[config.mk]
export PLATFORM = sky130hd
export DESIGN_NAME = exc_vector_sel
export DESIGN_NICKNAME = d
export VERILOG_FILES = /design/src/rtl/exc_pkg.sv /design/src/rtl/exc_irq_gate.sv /design/src/rtl/exc_prio_pick.sv /design/src/rtl/exc_stop_tracker.sv /design/src/rtl/exc_vector_sel.sv
export SDC_FILE = /design/constraint.sdc
export NUM_CORES = 1
export LEC_CHECK = 0
export BUFFER_PORTS_ARGS = -buffer_cell sky130_fd_sc_hd__buf_2
export CELL_PAD_IN_SITES_DETAIL_PLACEMENT = 1
export CELL_PAD_IN_SITES_GLOBAL_PLACEMENT = 1
export CORE_UTILIZATION = 31
export DETAILED_ROUTE_END_ITERATION = 8
export PLACE_DENSITY = 0.81
export SLEW_MARGIN = 30
export SYNTH_ARGS = -nofsm -noshare
export SYNTH_HDL_FRONTEND = slang
export SYNTH_SLANG_ARGS = --single-unit
[constraint.sdc]
create_clock -name clk -period 3.8 [get_ports clk]
set_clock_uncertainty 0.2 [all_clocks]
set_input_delay 0 -clock clk [delete_from_list [all_inputs] [get_ports clk]]
set_output_delay 0 -clock clk [all_outputs]
set_load 0.05 [all_outputs]
[src/rtl/exc_pkg.sv]
// Package: shared constants and the cause encoding for the exception selector.
// Assumes a 16-bit status word with trace, supervisor and mask fields at fixed bits.
package exc_pkg;

    localparam int SR_W        = 16;
    localparam int VEC_W       = 8;
    localparam int LVL_W       = 3;

    localparam int SR_TRACE_BIT = 15;
    localparam int SR_SUPER_BIT = 13;
    localparam int SR_MASK_LO   = 8;

    localparam logic [VEC_W-1:0] VEC_PRIV  = 8'd8;
    localparam logic [VEC_W-1:0] VEC_TRACE = 8'd9;
    localparam logic [VEC_W-1:0] VEC_DEBUG = 8'd12;

    typedef enum logic [2:0] {
        CAUSE_NONE  = 3'd0,
        CAUSE_DEBUG = 3'd1,
        CAUSE_IRQ   = 3'd2,
        CAUSE_PRIV  = 3'd3,
        CAUSE_TRACE = 3'd4
    } exc_cause_e;

endpackage

[src/rtl/exc_irq_gate.sv]
// Module: exc_irq_gate
// Decides whether a pending interrupt level passes the status mask.
// Assumes level 0 means no request. When TOP_BYPASS is set, the highest
// level passes whatever the mask holds.
module exc_irq_gate #(
    parameter int LVL_W      = 3,
    parameter bit TOP_BYPASS = 1'b1
) (
    input  logic [LVL_W-1:0] level,
    input  logic [LVL_W-1:0] mask,
    output logic             unmasked
);
    localparam logic [LVL_W-1:0] LVL_TOP = {LVL_W{1'b1}};

    logic above_mask;

    // Compare the request level against the mask field.
    always_comb begin
        above_mask = (level > mask);
    end

    generate
        if (TOP_BYPASS) begin : g_top_bypass
            // Highest level cannot be masked.
            always_comb begin
                unmasked = above_mask || (level == LVL_TOP);
            end
        end else begin : g_plain
            // Pure mask comparison.
            always_comb begin
                unmasked = above_mask;
            end
        end
    endgenerate
endmodule

[src/rtl/exc_prio_pick.sv]
// Module: exc_prio_pick
// Fixed-priority choice among the conditions seen at one boundary:
// breakpoint, then interrupt release, then privilege violation, then trace.
// Assumes the inputs are already qualified by the stopped state.
module exc_prio_pick
    import exc_pkg::*;
#(
    parameter int VEC_W = 8
) (
    input  logic             debug_req,
    input  logic             irq_req,
    input  logic             priv_req,
    input  logic             trace_req,
    input  logic [VEC_W-1:0] irq_vec,
    output logic             take,
    output logic [VEC_W-1:0] vec,
    output exc_cause_e       cause
);
    // Select the winning cause and its vector number.
    always_comb begin
        take  = 1'b1;
        vec   = '0;
        cause = CAUSE_NONE;
        if (debug_req) begin
            cause = CAUSE_DEBUG;
            vec   = VEC_DEBUG;
        end else if (irq_req) begin
            cause = CAUSE_IRQ;
            vec   = irq_vec;
        end else if (priv_req) begin
            cause = CAUSE_PRIV;
            vec   = VEC_PRIV;
        end else if (trace_req) begin
            cause = CAUSE_TRACE;
            vec   = VEC_TRACE;
        end else begin
            take  = 1'b0;
        end
    end
endmodule

[src/rtl/exc_stop_tracker.sv]
// Module: exc_stop_tracker
// Holds the parked state entered by a stop instruction.
// Assumes any taken exception releases the core, and takes priority over entry.
module exc_stop_tracker (
    input  logic clk,
    input  logic rst_n,
    input  logic stop_done,
    input  logic take,
    output logic stopped
);
    // Set on a clean stop completion, clear on any exception.
    always_ff @(posedge clk) begin
        if (!rst_n) begin
            stopped <= 1'b0;
        end else if (take) begin
            stopped <= 1'b0;
        end else if (stop_done && !stopped) begin
            stopped <= 1'b1;
        end
    end
endmodule

[src/rtl/exc_vector_sel.sv]
// Module: exc_vector_sel (top)
// Picks at most one exception per instruction boundary and registers the
// take strobe, the vector number and the status word with supervisor set.
// Assumes the sources of instr_done/is_stop/is_priv are valid in one cycle.
module exc_vector_sel
    import exc_pkg::*;
#(
    parameter int SR_W_P  = SR_W,
    parameter int VEC_W_P = VEC_W,
    parameter int LVL_W_P = LVL_W
) (
    input  logic               clk,
    input  logic               rst_n,
    input  logic               instr_done,
    input  logic               instr_is_stop,
    input  logic               instr_is_priv,
    input  logic [SR_W_P-1:0]  sr_in,
    input  logic               bkpt_trig,
    input  logic [LVL_W_P-1:0] irq_level,
    input  logic [VEC_W_P-1:0] irq_vector,
    output logic               take_exc,
    output logic [VEC_W_P-1:0] exc_vector,
    output logic [SR_W_P-1:0]  sr_out,
    output logic               core_stopped
);
    localparam int MASK_HI = SR_MASK_LO + LVL_W_P - 1;

    logic               stopped;
    logic               irq_pass;
    logic               done_run;
    logic               debug_req;
    logic               irq_req;
    logic               priv_req;
    logic               trace_req;
    logic               pick_take;
    logic [VEC_W_P-1:0] pick_vec;
    exc_cause_e         pick_cause;

    exc_irq_gate #(.LVL_W(LVL_W_P), .TOP_BYPASS(1'b1)) u_gate (
        .level    (irq_level),
        .mask     (sr_in[MASK_HI:SR_MASK_LO]),
        .unmasked (irq_pass)
    );

    // Qualify each request with the stopped state.
    always_comb begin
        done_run  = instr_done && !stopped;
        debug_req = bkpt_trig;
        irq_req   = stopped && irq_pass;
        priv_req  = done_run && instr_is_priv && !sr_in[SR_SUPER_BIT];
        trace_req = done_run && sr_in[SR_TRACE_BIT] && !instr_is_stop;
    end

    exc_prio_pick #(.VEC_W(VEC_W_P)) u_pick (
        .debug_req (debug_req),
        .irq_req   (irq_req),
        .priv_req  (priv_req),
        .trace_req (trace_req),
        .irq_vec   (irq_vector),
        .take      (pick_take),
        .vec       (pick_vec),
        .cause     (pick_cause)
    );

    exc_stop_tracker u_stop (
        .clk       (clk),
        .rst_n     (rst_n),
        .stop_done (done_run && instr_is_stop),
        .take      (pick_take),
        .stopped   (stopped)
    );

    // Register the decision and the status word handed to the next stage.
    always_ff @(posedge clk) begin
        if (!rst_n) begin
            take_exc   <= 1'b0;
            exc_vector <= '0;
            sr_out     <= '0;
        end else begin
            take_exc   <= pick_take;
            exc_vector <= pick_vec;
            sr_out     <= sr_in;
            if (pick_take) begin
                sr_out[SR_SUPER_BIT] <= 1'b1;
            end
        end
    end

    // Bring the parked state to the port.
    always_comb begin
        core_stopped = stopped;
    end

    logic unused_cause;
    always_comb unused_cause = ^pick_cause;
endmodule

==> metrics.md <==
| Metric | Value |
|---|---|
| Status | complete, no violations |
| Max IR drop VDD | 0.224 mV |
| Syn nets | 116 |
| Hpwl dp | 1660 µm |
| Antenna violations before repair | 0 |
| Crit path from | sr_in[9] |
| Worst Hold Class | in -> reg |
| Critical path arrival | 2440 ps |
| # diodes | 0 |
| Post-detailed-route wirelength per cell | 18.9 µm |
| Setup TNS | 0 ps |
| Die X | 55.5 µm |
| Clock Tree Root | clkbuf_4 |
| Comb pwr share | 25.5% |
| P&R area growth vs syn | 97.9% |
| Final setup vio count | 0 |
| Synthesized area | 887 µm² |
| Non-filler instance count after layout | 222 |
| Vias per cell | 4.76 |
| Post-Route WL | 4200 µm |
| Clock power frac | 25.1% |
| GRT Util Overall | 29.1% |
| Placed inst area | 1210 µm² |
| Avg Cell Area, Syn | 11.1 µm² |
| Cell mode on critical path | dlygate4sd3_1 |
| Max-Cap Viols | 0 |
| Cts hold-fix bufs | 51 |
| Placed Cells | 167 |
| Drt drc | 0 |
| Initial core utilization | 32.4% |
| Die height | 55.5 µm |
| R2r startpoint | u_stop.stopped$_SDFFE_PP0P_ |
| Critical path endpoint category | flop |
| Layout cells sized above 1 | 38.7% |
| Kind of cell adding the most delay to the critical path | buffers and inverters |
| Vias in the first global route | 1166 |
| Largest net degree at the start of global routing | 23 |
| WS Path Type | in -> reg |
| Clock slew at reported path FFs | 150 ps |
| Total Nets Final | 228 |
| DR vias | 1056 |
| Seq/Total Area, Yosys | 58.7% |
| Slew @ Worst Pin | 503 ps |
| Clock Sinks | 26 |
| Final hold viol count | 0 |
| Pwr Density | 334 nW/µm² |
| Worst setup SP type | primary input |
| Num ports | 59 |
| Finished Cell Area | 1760 µm² |
| Minimum clock period | 2410 ps |
| Iter 0 DRT Violations | 29 |
| Worst-Skew Late Latency | 330 ps |
| CP Buf/Inv Count | 4 |
| Worst EP required | 3830 ps |
| Yosys warns | 0 |
| CTS Buffer Depth | 2 |
| GPL Wtd Cong | 0.684 |
| Slowest CP cell | dlygate4sd3_1 |
| H-tree levels | 1 |
| Slew Viols, Final | 0 |
| First-pass GRT wire length | 6550 µm |
| CTS tree | built |
| Worst path max stage delay | 570 ps |
| RSZ-0062 raised after global routing | no |
| Fmax | 0.414 GHz |
| Post-cts resize count | 0 |
| Post-Syn Instances | 80 |
| Ratio of final minimum period to clock period | 63.5% |
| Pint | 0.409 mW |
| CTS Buf Count | 3 |
| IO buf count | 58 |
| Die area | 3080 µm² |
| Flop pwr share | 49.3% |
| # rows | 19 |
| Slew headroom | 66.4% |
| Post-CTS Setup Bufs | 0 |
| Hold path startpoint | instr_is_priv |
| Core Area | 2730 µm² |
| Leakage power | 0.928 nW |
| DRT Pass-1 Iters | 4 |
| #FFs+latches synth | 26 |
| Antenna viol nets, final | 0 |
| GRT overflow | 0 |
| Critical-path cell list | dlygate4sd3_1, buf_2, inv_1, ha_1, and3_2, a21oi_2, o21a_4, o31a_1, dlygate4sd3_1 |
| Synth cell types | 22 |
| Critical path fanouts, max | 10 |
| Net Switching | 0.177 mW |
| Switching power share of the total | 30.2% |
-- power by group through the flow --
stage	clock [mW]	sequential (mW)	combinational, mW
CTS	0.137	0.288	0.139
floorplan	0	0.337	0.0242
finish	0.147	0.289	0.150
detailed placement	0	0.294	0.102
global route	0.163	0.290	0.158
global placement	0	0.293	0.0990
-- per-stage QoR --
stage | power (mW) | hold WS, ps | utilization (%) | setup WS (ps)
floorplan | 0.361 | -78.3 | - | 2280
global placement | 0.392 | 10.4 | 44.2 | 2290
detailed placement | 0.396 | 10.5 | 44.2 | 2240
CTS | 0.564 | 10.3 | 64.2 | 1500
global route | 0.611 | 84.0 | 64.2 | 1370
finish | 0.587 | 101 | 64.2 | 1390
-- tightest hold or removal path: stages --
cell	delay, ps
buf_2	100
nand2b_1	90
o21ai_0	100
a21o_1	180
o21a_1	130
-- final timing paths --
kind                      endpoint  slack [ps]  cells after the start
min            take_exc$_SDFF_PN0_         100                      5
max reg2reg  sr_out[13]$_SDFF_PN0_        1920                      4
max          sr_out[13]$_SDFF_PN0_        1390                      9
min reg2reg    take_exc$_SDFF_PN0_         590                      2
-- synthesized netlist by cell type --
cell / number / area share [%]
nor2_1: 1 / 0.42
a21oi_1: 1 / 0.56
nor2b_1: 2 / 1.4
and2_1: 18 / 13
o21ai_0: 1 / 0.56
inv_1: 6 / 2.5
nand2_1: 1 / 0.42
a21o_1: 1 / 0.85
o32ai_1: 1 / 0.99
nand3_1: 1 / 0.56
nand2b_1: 1 / 0.71
and3_2: 7 / 5.9
nand3b_1: 1 / 0.85
dfxtp_1: 26 / 59
o21a_1: 1 / 0.85
ha_1: 3 / 4.2
a31o_2: 1 / 0.99
o21a_4: 1 / 1.7
a22o_2: 2 / 2.3
clkbuf_1: 2 / 0.85
a21oi_2: 1 / 0.99
o31a_1: 1 / 0.99
-- metal layers --
layer	up-vias	GRT usage, %	part of all wire (%)
met1	515	35.2	42
met4	0	11.1	2.5
li1	484	-	-
met3	8	4.92	3.6
met5	-	0	0
met2	49	51.5	51
-- placed cells by master (no fill, tap or decap), drive strengths merged --
master and n:
a22o 2, nand3 1, a31o 1, o32ai 1
and2 18, inv 6, a21oi 2, nor2b 2
nor2 1, dfxtp 26, and3 7, clkbuf 4
nand3b 1, nand2b 1, a21o 1, o21ai 1
dlygate4sd3 51, o21a 2, o31a 1, buf 58
ha 3, nand2 1
-- registers in the layout, summed over array words and instances, names as in the netlist --
signal and cells:
exc_vector 8, take_exc 1, u_stop.stopped 1, sr_out 16
-- area by class of cell --
class                   count  area (µm²)
fillers                   301         978
well taps                  31        38.8
multi-input cells          46         337
repair buffers            109         801
inverters                   6        22.5
clock buffers               4        36.3
flip-flops and latches     26         520
-- kinds of logic after synthesis --
group | Yosys count | synth area share, %
flip-flops | 26 | 58.7
AND/OR/NAND/NOR | 32 | 23.0
adder cells (fa/ha/maj) | 3 | 4.23
buffers and inverters | 8 | 3.39
AO/OA/AOI/OAI | 11 | 10.7
Power figures use the tool's default switching activity.
